**src/rtl/evfmt_pkg.sv**
```systemverilog
package evfmt_pkg;

  typedef enum logic [2:0] {
    PH_IDLE  = 3'd0,
    PH_DATA  = 3'd1,
    PH_TRL0  = 3'd2,
    PH_TRL1  = 3'd3,
    PH_PAD   = 3'd4,
    PH_DRAIN = 3'd5
  } evfmt_phase_e;

endpackage

```
**src/rtl/evfmt_trig_capture.sv**
```systemverilog
module evfmt_trig_capture #(
  parameter int EVT_W = 4
) (
  input  logic             clk,
  input  logic             rst,
  input  logic             strobe_i,
  input  logic [EVT_W-1:0] evt_i,
  input  logic             release_i,
  output logic             start_o,
  output logic             busy_o,
  output logic [EVT_W-1:0] evt_o,
  output logic             overrun_o
);

  logic             busy_q;
  logic             ovr_q;
  logic [EVT_W-1:0] evt_q;

  assign start_o   = strobe_i && !busy_q;
  assign busy_o    = busy_q;
  assign evt_o     = evt_q;
  assign overrun_o = ovr_q;

  always_ff @(posedge clk) begin
    if (rst) begin
      busy_q <= 1'b0;
      ovr_q  <= 1'b0;
      evt_q  <= '0;
    end else begin
      if (start_o) begin
        busy_q <= 1'b1;
        evt_q  <= evt_i;
      end else if (release_i) begin
        busy_q <= 1'b0;
      end
      if (strobe_i && busy_q) ovr_q <= 1'b1;
    end
  end


  overrun_set_chk: assert property (@(posedge clk) disable iff (rst)
    (strobe_i && busy_q) |=> overrun_o);


  overrun_sticky_chk: assert property (@(posedge clk) disable iff (rst)
    overrun_o |=> overrun_o);


  evt_hold_chk: assert property (@(posedge clk) disable iff (rst)
    (busy_q && !release_i) |=> (busy_o && $stable(evt_o)));

endmodule

```
**src/rtl/evfmt_word_count.sv**
```systemverilog
module evfmt_word_count #(
  parameter int CNT_W = 16
) (
  input  logic             clk,
  input  logic             rst,
  input  logic             clr_i,
  input  logic             inc_i,
  output logic [CNT_W-1:0] count_o
);

  logic [CNT_W-1:0] cnt_q;

  assign count_o = cnt_q;

  always_ff @(posedge clk) begin
    if (rst || clr_i) cnt_q <= '0;
    else if (inc_i)   cnt_q <= cnt_q + CNT_W'(1);
  end

endmodule

```
**src/rtl/evfmt_out_stage.sv**
```systemverilog
module evfmt_out_stage #(
  parameter int DATA_W = 16
) (
  input  logic              clk,
  input  logic              rst,
  input  logic              load_i,
  input  logic [DATA_W-1:0] data_i,
  input  logic              last_i,
  input  logic              ready_i,
  output logic              free_o,
  output logic              valid_o,
  output logic [DATA_W-1:0] data_o,
  output logic              eor_o
);

  logic              vld_q;
  logic              last_q;
  logic [DATA_W-1:0] dat_q;

  assign free_o  = !vld_q || ready_i;
  assign valid_o = vld_q;
  assign data_o  = dat_q;
  assign eor_o   = vld_q && last_q && ready_i;

  always_ff @(posedge clk) begin
    if (rst) begin
      vld_q  <= 1'b0;
      last_q <= 1'b0;
      dat_q  <= '0;
    end else if (load_i) begin
      vld_q  <= 1'b1;
      last_q <= last_i;
      dat_q  <= data_i;
    end else if (ready_i) begin
      vld_q  <= 1'b0;
      last_q <= 1'b0;
    end
  end


  hold_stable_chk: assert property (@(posedge clk) disable iff (rst)
    (valid_o && !ready_i) |=> (valid_o && $stable(data_o)));


  eor_single_chk: assert property (@(posedge clk) disable iff (rst)
    eor_o |=> !eor_o);

endmodule

```
**src/rtl/evfmt_ctrl.sv**
```systemverilog
module evfmt_ctrl
  import evfmt_pkg::*;
#(
  parameter int              DATA_W    = 16,
  parameter int              EVT_W     = 4,
  parameter int              ID_W      = 8,
  parameter logic [ID_W-1:0] STREAM_ID = 8'h5C
) (
  input  logic              clk,
  input  logic              rst,
  input  logic              rd_strobe_i,
  input  logic [EVT_W-1:0]  evt_num_i,
  input  logic              hit_valid_i,
  input  logic [DATA_W-1:0] hit_data_i,
  input  logic              hit_last_i,
  output logic              hit_ready_o,
  output logic              word_valid_o,
  output logic [DATA_W-1:0] word_data_o,
  input  logic              word_ready_i,
  output logic              eor_o,
  output logic              busy_o,
  output logic              overrun_o
);

  localparam int              GAP_W    = DATA_W - ID_W - EVT_W;
  localparam logic [DATA_W-1:0] PAD_WORD = '1;

  evfmt_phase_e      ph_q, ph_d;
  logic              start;
  logic              free;
  logic              load;
  logic              load_last;
  logic [DATA_W-1:0] load_data;
  logic              cnt_inc;
  logic [DATA_W-1:0] data_cnt;
  logic [EVT_W-1:0]  evt_q;
  logic              eor;
  logic              busy;

  evfmt_trig_capture #(.EVT_W(EVT_W)) u_trig (
    .clk       (clk),
    .rst       (rst),
    .strobe_i  (rd_strobe_i),
    .evt_i     (evt_num_i),
    .release_i (eor),
    .start_o   (start),
    .busy_o    (busy),
    .evt_o     (evt_q),
    .overrun_o (overrun_o)
  );

  evfmt_word_count #(.CNT_W(DATA_W)) u_cnt (
    .clk     (clk),
    .rst     (rst),
    .clr_i   (start),
    .inc_i   (cnt_inc),
    .count_o (data_cnt)
  );

  evfmt_out_stage #(.DATA_W(DATA_W)) u_out (
    .clk     (clk),
    .rst     (rst),
    .load_i  (load),
    .data_i  (load_data),
    .last_i  (load_last),
    .ready_i (word_ready_i),
    .free_o  (free),
    .valid_o (word_valid_o),
    .data_o  (word_data_o),
    .eor_o   (eor)
  );

  always_comb begin
    ph_d        = ph_q;
    load        = 1'b0;
    load_last   = 1'b0;
    load_data   = '0;
    cnt_inc     = 1'b0;
    hit_ready_o = 1'b0;
    case (ph_q)
      PH_IDLE: begin
        if (start) ph_d = PH_DATA;
      end
      PH_DATA: begin
        hit_ready_o = free;
        if (hit_valid_i && free) begin
          load      = 1'b1;
          load_data = hit_data_i;
          cnt_inc   = 1'b1;
          if (hit_last_i) ph_d = PH_TRL0;
        end
      end
      PH_TRL0: begin
        if (free) begin
          load      = 1'b1;
          load_data = {STREAM_ID, {GAP_W{1'b0}}, evt_q};
          ph_d      = PH_TRL1;
        end
      end
      PH_TRL1: begin
        if (free) begin
          load      = 1'b1;
          load_data = data_cnt;
          if (data_cnt[0]) begin
            ph_d = PH_PAD;
          end else begin
            load_last = 1'b1;
            ph_d      = PH_DRAIN;
          end
        end
      end
      PH_PAD: begin
        if (free) begin
          load      = 1'b1;
          load_data = PAD_WORD;
          load_last = 1'b1;
          ph_d      = PH_DRAIN;
        end
      end
      PH_DRAIN: begin
        if (eor) ph_d = PH_IDLE;
      end
      default: ph_d = PH_IDLE;
    endcase
  end

  always_ff @(posedge clk) begin
    if (rst) ph_q <= PH_IDLE;
    else     ph_q <= ph_d;
  end

  assign eor_o  = eor;
  assign busy_o = busy;


  eor_release_chk: assert property (@(posedge clk) disable iff (rst)
    eor_o |=> !busy_o);


  eor_in_event_chk: assert property (@(posedge clk) disable iff (rst)
    eor_o |-> (busy_o && word_valid_o && word_ready_i));


  ready_in_event_chk: assert property (@(posedge clk) disable iff (rst)
    hit_ready_o |-> busy_o);


  start_busy_chk: assert property (@(posedge clk) disable iff (rst)
    (rd_strobe_i && !busy_o) |=> busy_o);

endmodule

```
**config.mk**
```make
export PLATFORM = sky130hd
export DESIGN_NAME = evfmt_ctrl
export DESIGN_NICKNAME = d
export VERILOG_FILES = /design/src/rtl/evfmt_pkg.sv /design/src/rtl/evfmt_trig_capture.sv /design/src/rtl/evfmt_word_count.sv /design/src/rtl/evfmt_out_stage.sv /design/src/rtl/evfmt_ctrl.sv
export SDC_FILE = /design/constraint.sdc
export NUM_CORES = 1
export LEC_CHECK = 0
export ABC_AREA = 1
export CAP_MARGIN = 0
export CELL_PAD_IN_SITES_DETAIL_PLACEMENT = 0
export CELL_PAD_IN_SITES_GLOBAL_PLACEMENT = 2
export CORE_MARGIN = 2
export CORE_UTILIZATION = 29
export DETAILED_ROUTE_END_ITERATION = 16
export PLACE_DENSITY_LB_ADDON = 0.1
export SLEW_MARGIN = 20
export SYNTH_ARGS = -nofsm -noshare
export SYNTH_HDL_FRONTEND = slang
export SYNTH_SLANG_ARGS = --single-unit
```
**constraint.sdc**
```tcl
create_clock -name clk -period 3.95 [get_ports clk]
set_input_delay 0.5925 -clock clk [delete_from_list [all_inputs] [get_ports clk]]
set_output_delay 0.5925 -clock clk [all_outputs]
set_load 0.01 [all_outputs]
```
==> results.yml, run 1 <==
run_status:
  status: "completed"
floorplan:
  initial_core_util_pct: 30.1
  die_w_um: 91.2
  rows: 31
  die-area_um2: 8320
  core-area_um2: 7330
  io_pins: 47
  die_height_um: 91.2
clock_tree:
  clk_latency_ns: 0.30
  hold_buffers: 0
  numClockSinks: 43
  clk_pin_slew_ns: 0.09
  clock-root-buffer: "clkbuf_8"
  h-tree-depth: 2
  cts-resized-gates: 0
  cts_tree: "done"
  cts_setup_buffers: 0
  numCtsBuffers: 5
  cts.path.max_buffers: 2
detailed_routing:
  first_iter_violations: 122
  drt_wl_total_mm: 5.93
  vias_per_cell: 4.53
  postRouteAntennaNets: 0
  drtPass1Iterations: 4
  drc: 0
  wl_per_cell_um: 12.5
  vias: 2150
synth:
  synth-simple-area-share_pct: 33.3
  ys_types: 29
  netlist_area_um2: 2210
  synth-edff-count: 0
  ys_seq_area_share_pct: 39.0
  synth_top_family_by_area: "simple AND/OR/NAND/NOR gates"
  synth-seq-cells: 43
  syn_avg_cell_area_um2: 6.73
  async_flop_share_pct: 0
  ys.flop_type: "dfxtp_1"
  synth_fa_ha_area_share_pct: 0.567
  synthTopCellsByArea: "dfxtp_1 (39%), nand2_1 (13%), a21oi_1 (9.1%), inv_1 (7.5%), nor2_1 (6.6%)"
  yosysWarnings: 0
  synth_compound_area_share_pct: 15.7
  syn_inst: 328
  synth.top_cell.area_share_pct: 39.0
  synth_xor_area_share_pct: 0
  ys_top_cells_by_count: "nand2_1 (78), inv_1 (44), dfxtp_1 (43)"
  synth_nets: 355
  synth_top_area_cell: "dfxtp_1"
  synth_most_common_cell: "nand2_1"
  synthMuxAreaShare_pct: 0
sta:
  setup_viol: 0
  slew_headroom_pct: 52.2
  rsz0062_at_grt: "no"
  finalHoldViolations: 0
  fin_tns_setup_ns: 0
  finClkSkew_ns: 0.00736
  maxSlewViolCount: 0
  clock.fmax_mhz: 388
  worst_slew_pin_slew_ns: 0.715
  period_needed_ns: 2.58
  whs_ns: 0.461
  period_share_pct: 65.2
worst_setup_path:
  critPathBufInv: 4
  startpoint_type: "primary input"
  cp_common_cell: "clkdlybuf4s50_1"
  path_cells: "clkdlybuf4s50_1 -> inv_2 -> nand2_8 -> inv_1 -> nor2_1 -> clkdlybuf4s50_1"
  arrival_ns: 1.98
  startpoint: "word_ready_i"
  cp.required_ns: 3.36
  r2r-start: "ph_q[0]"
  criticalPathCategory: "in2out"
  endpoint_kind: "output pin"
  path_delay_family: "buffers and inverters"
  crit_slowest_cell: "clkdlybuf4s50_1"
  crit_fanout: 10
  crit_path_max_incr_delay_ns: 0.55
pwr:
  pwr_density_cell_nw_per_um2: 587
  seq_power_share_pct: 36.5
  total_power_mw: 1.65
  p_int_mw: 0.964
  switching_share_pct: 41.6
  p_sw_mw: 0.687
  power_frac_clock_pct: 16.9
  ir_drop_mv: 0.232
  pwr-share-comb_pct: 46.6
  p_leak_nw: 1.15
placed_design:
  port_buffers: 46
  dpl.hpwl_mm: 4.47
  gp_congestion: 0.788
final_layout:
  num-fill-cells: 818
  antenna_cells: 0
  area_growth_syn_to_layout_pct: 27.5
  fin_nets: 402
  drive_gt1_share_pct: 7.98
  multi_input_area_um2: 1090
  fin_util_pct: 38.4
  ff_latch_area_um2: 861
global_routing:
  grt_max_degree: 16
  overflow: 0
  grt_util_all_layers_pct: 14.8
  grt_pass1_vias: 1998
  antenna_found_initial: 0
  grt_pass1_wl_mm: 9.89
flow_run:
  max-cap-violations: 0
worst_hold_path:
  hold_start: "u_cnt.count_o[15]"
  hold_path.class: "reg2reg"
## power by group through the flow
stage               clock [mW]  sequential [mW]  combinational, mW
global placement             0            0.614              0.779
finish                   0.279            0.602              0.769
global route             0.316            0.614              0.866
floorplan                    0            0.620              0.519
detailed placement           0            0.611              0.777
CTS                      0.295            0.602              0.783
## registers in the layout, summed over array words and instances (netlist names)
register,count
u_cnt.count_o,16
u_out.data_o,16
u_trig.evt_o,4
ph_q,3
u_out.last_q,1
u_out.valid_o,1
u_trig.busy_o,1
u_trig.overrun_o,1
## worst reg2reg max path, cell delays in order (launching register included)
cell     delay, ns
dfxtp_1       0.54
nand3_2       0.17
nor2_2        0.48
nand2_1       0.19
nor2_1        0.20
nand3_1       0.09
nand2_1       0.07
nor2_1        0.04
## cell type report
cell class	count	area share [%]
clock buffer	7	2.71
sequential	43	30.6
multi-input combinational	229	38.9
tap	99	4.40
timing repair buffer	47	16.6
clock inverter	1	0.178
inverter	49	6.63
## layout by cell type, fill, tap and decap left out
master and n:
nand2_1 78, clkdlybuf4s50_1 46, inv_1 44, dfxtp_1 43, a21oi_1 40, nor2_1 39
o21ai_0 23, nand3_1 18, nor2_2 5, clkbuf_8 5, inv_2 4, nand2_2 4
nor3_1 4, nand4_1 4, nor2_4 3, nand3_2 2, nand2_4 2, clkbuf_1 2
nand2_8 1, inv_4 1, a31oi_1 1, nand3b_1 1, o21ai_1 1, a211oi_1 1
a211oi_2 1, ha_1 1, clkinv_2 1, buf_4 1
## stage by stage
stage               instances  worst slack [ns]  instance area [µm²]
detailed placement        467              1.37                 2730
CTS                       475              1.35                 2810
floorplan                 328              2.41                 2210
global route              475              1.30                 2810
finish                    475              1.37                 2810
global placement          467              1.39                 2730
## path summary, 6_finish.rpt
kind                       endpoint  slack [ns]  cells past startpoint
setup / recovery        hit_ready_o        1.37                      6
hold / removal    u_cnt.count_o[15]        0.46                      2
setup reg to reg   u_cnt.count_o[9]        2.07                      7
hold reg to reg   u_cnt.count_o[15]        0.46                      2
## layer usage
layer / track usage [%] / vias to the layer above / wire length, µm
met3: 3.40 / 5 / 288
met5: 0 / - / 0
met2: 22.4 / 65 / 2460
li1: - / 1135 / -
met1: 21.3 / 945 / 3140
met4: 3.41 / 0 / 52
## cells by family after synthesis
kind of cell               after synthesis
and+or+nand+nor                        161
AOI/OAI and AO/OA                       67
buffers and inverters                   56
DFF                                     43
adders and majority gates                1
Note: power is estimated with default switching activity, not from simulation.
==> run 2: changes to the inputs <==
--- a/config.mk
+++ b/config.mk
@@ -10,7 +10,7 @@
 export CELL_PAD_IN_SITES_DETAIL_PLACEMENT = 0
 export CELL_PAD_IN_SITES_GLOBAL_PLACEMENT = 2
 export CORE_MARGIN = 2
-export CORE_UTILIZATION = 29
+export CORE_UTILIZATION = 27
 export DETAILED_ROUTE_END_ITERATION = 16
 export PLACE_DENSITY_LB_ADDON = 0.1
 export SLEW_MARGIN = 20
==> constraint.sdc (replaced) <==
create_clock -name clk -period 2.5 [get_ports clk]
set_input_delay 0.375 -clock clk [delete_from_list [all_inputs] [get_ports clk]]
set_output_delay 0.375 -clock clk [all_outputs]
set_load 0.01 [all_outputs]
==> run 2 against run 1 <==
Compared with the run above:
- non-clock buffer count grew 3
- clock power grew 100%
- critical endpoint unchanged
- global-route usage shrank 0.58 points
- final cell count grew 1.3%
- sequential share of layout area shrank 0.67 points
- via count shrank 2.5%
- combinational power grew 59%
- first-iteration DRC count shrank 28%
- final area grew 2.2%
==> results.yml, run 2 (synthesis results as in run 1) <==
final_layout:
  drive_gt1_share_pct: 9.23
  layout_commonest_cell: "nand2_1"
  antenna_cells: 0
  layout_common_cells: "nand2_1 (78), clkdlybuf4s50_1 (46), inv_1 (44)"
  final_cells: 481
  fin_nets: 405
  area_growth_syn_to_layout_pct: 30.3
  finalInstanceArea_um2: 2880
detailed_routing:
  vias_per_cell: 4.36
  first_iter_violations: 88
  drc: 0
  drt_wl_total_mm: 6.04
  vias: 2097
  postRouteAntennaNets: 0
  drtPass1Iterations: 4
  wl_per_cell_um: 12.6
clock_tree:
  h-tree-depth: 2
  cts_tree: "done"
  numCtsBuffers: 5
  numClockSinks: 43
  hold_buffers: 0
  clk_latency_ns: 0.29
  clock-root-buffer: "clkbuf_8"
  cts.path.max_buffers: 2
  clk_pin_slew_ns: 0.08
  cts-resized-gates: 0
  cts_setup_buffers: 0
placed_design:
  port_buffers: 46
  gp_congestion: 0.789
  dpl.hpwl_mm: 4.58
  dpl_cell_area_um2: 2760
  dp.cells: 473
floorplan:
  core-area_um2: 7810
  die_w_um: 94.4
  die_height_um: 94.4
  rows: 32
  io_pins: 47
  initial_core_util_pct: 28.3
  die-area_um2: 8910
worst_setup_path:
  path_delay_family: "buffers and inverters"
  endpoint_kind: "output pin"
  startpoint_type: "primary input"
  path_cells: "clkdlybuf4s50_1 -> inv_2 -> nand2_8 -> inv_1 -> nor2_1 -> clkdlybuf4s50_1"
  criticalPathCategory: "in2out"
  crit_slowest_cell: "clkdlybuf4s50_1"
  crit_fanout: 10
  cp_common_cell: "clkdlybuf4s50_1"
  arrival_ns: 1.75
  cp.required_ns: 2.12
  crit_path_max_incr_delay_ns: 0.54
  critPathBufInv: 4
sta:
  period_share_pct: 84.8
  rsz0062_at_grt: "no"
  maxSlewViolCount: 0
  finClkSkew_ns: 0.0119
  slew_headroom_pct: 70.8
  whs_ns: 0.462
  worst_slew_pin_slew_ns: 0.437
  fin_tns_setup_ns: 0
  period_needed_ns: 2.12
  setup_viol: 0
  finalHoldViolations: 0
  clock.fmax_mhz: 471
pwr:
  pwr_density_cell_nw_per_um2: 953
  total_power_mw: 2.74
  ir_drop_mv: 0.351
  p_leak_nw: 1.18
run_status:
  status: "completed"
flow_run:
  max-cap-violations: 0
global_routing:
  overflow: 0
  grt_max_degree: 16
  grt_pass1_vias: 1970
  antenna_found_initial: 0
  grt_pass1_wl_mm: 9.84
  grt_util_all_layers_pct: 14.2
worst_hold_path:
  hold_path.class: "reg2reg"
==> run 2: changes by cell type in the layout (fill, tap and decap cells not counted) <==
cell	previous run	this run
buf_4	1	4
bufinv_16	0	1
clkbuf_1	2	0
clkbuf_8	5	6
==> run 2: final timing paths <==
| check | start | endpoint | slack (ns) | cells past startpoint |
|---|---|---|---|---|
| worst max register to register | ph_q[0] | u_out.data_o[11] | 0.90 | 7 |
| worst min register to register | u_cnt.count_o[15] | u_cnt.count_o[15] | 0.46 | 2 |
| worst min-delay path | u_cnt.count_o[15] | u_cnt.count_o[15] | 0.46 | 2 |
| worst max-delay path | word_ready_i | hit_ready_o | 0.38 | 6 |
==> run 2: routing by layer <==
metal | up-vias | part of all wire (%) | track usage [%]
li1 | 1138 | - | -
met2 | 40 | 43 | 21.7
met3 | 2 | 5.2 | 3.19
met4 | 0 | 0.50 | 3.26
met1 | 917 | 51 | 20.5
met5 | - | 0 | 0
==> run 2: power breakdown <==
| group | leakage (nW) | switching, mW | internal [mW] | total [mW] |
|---|---|---|---|---|
| logic | 0.768 | 0.717 | 0.506 | 1.22 |
| registers | 0.351 | 0.124 | 0.828 | 0.952 |
| clock network | 0.0612 | 0.244 | 0.324 | 0.568 |
| total | 1.18 | 1.08 | 1.66 | 2.74 |
==> run 2: tightest hold or removal path: cells and delay by family (launching register included) <==
family	cells	cell delay (ns)
DFF	1	0.32
AOI/OAI and AO/OA	1	0.05
and+or+nand+nor	1	0.06
==> run 2: final cells by class <==
cell class | count | area (µm²)
Clock buffer | 6 | 82.6
Clock inverter | 2 | 35.0
Fill cell | 876 | 4930
Inverter | 49 | 186
Multi-Input combinational cell | 229 | 1090
Sequential cell | 43 | 861
Tap cell | 102 | 128
Timing Repair Buffer | 50 | 490
==> run 2: metrics by stage <==
step	worst slack, ns	util [%]
detailed placement	0.369	35.3
global route	0.293	36.8
finish	0.379	36.8
CTS	0.365	36.8
floorplan	1.21	-
global placement	0.381	35.3
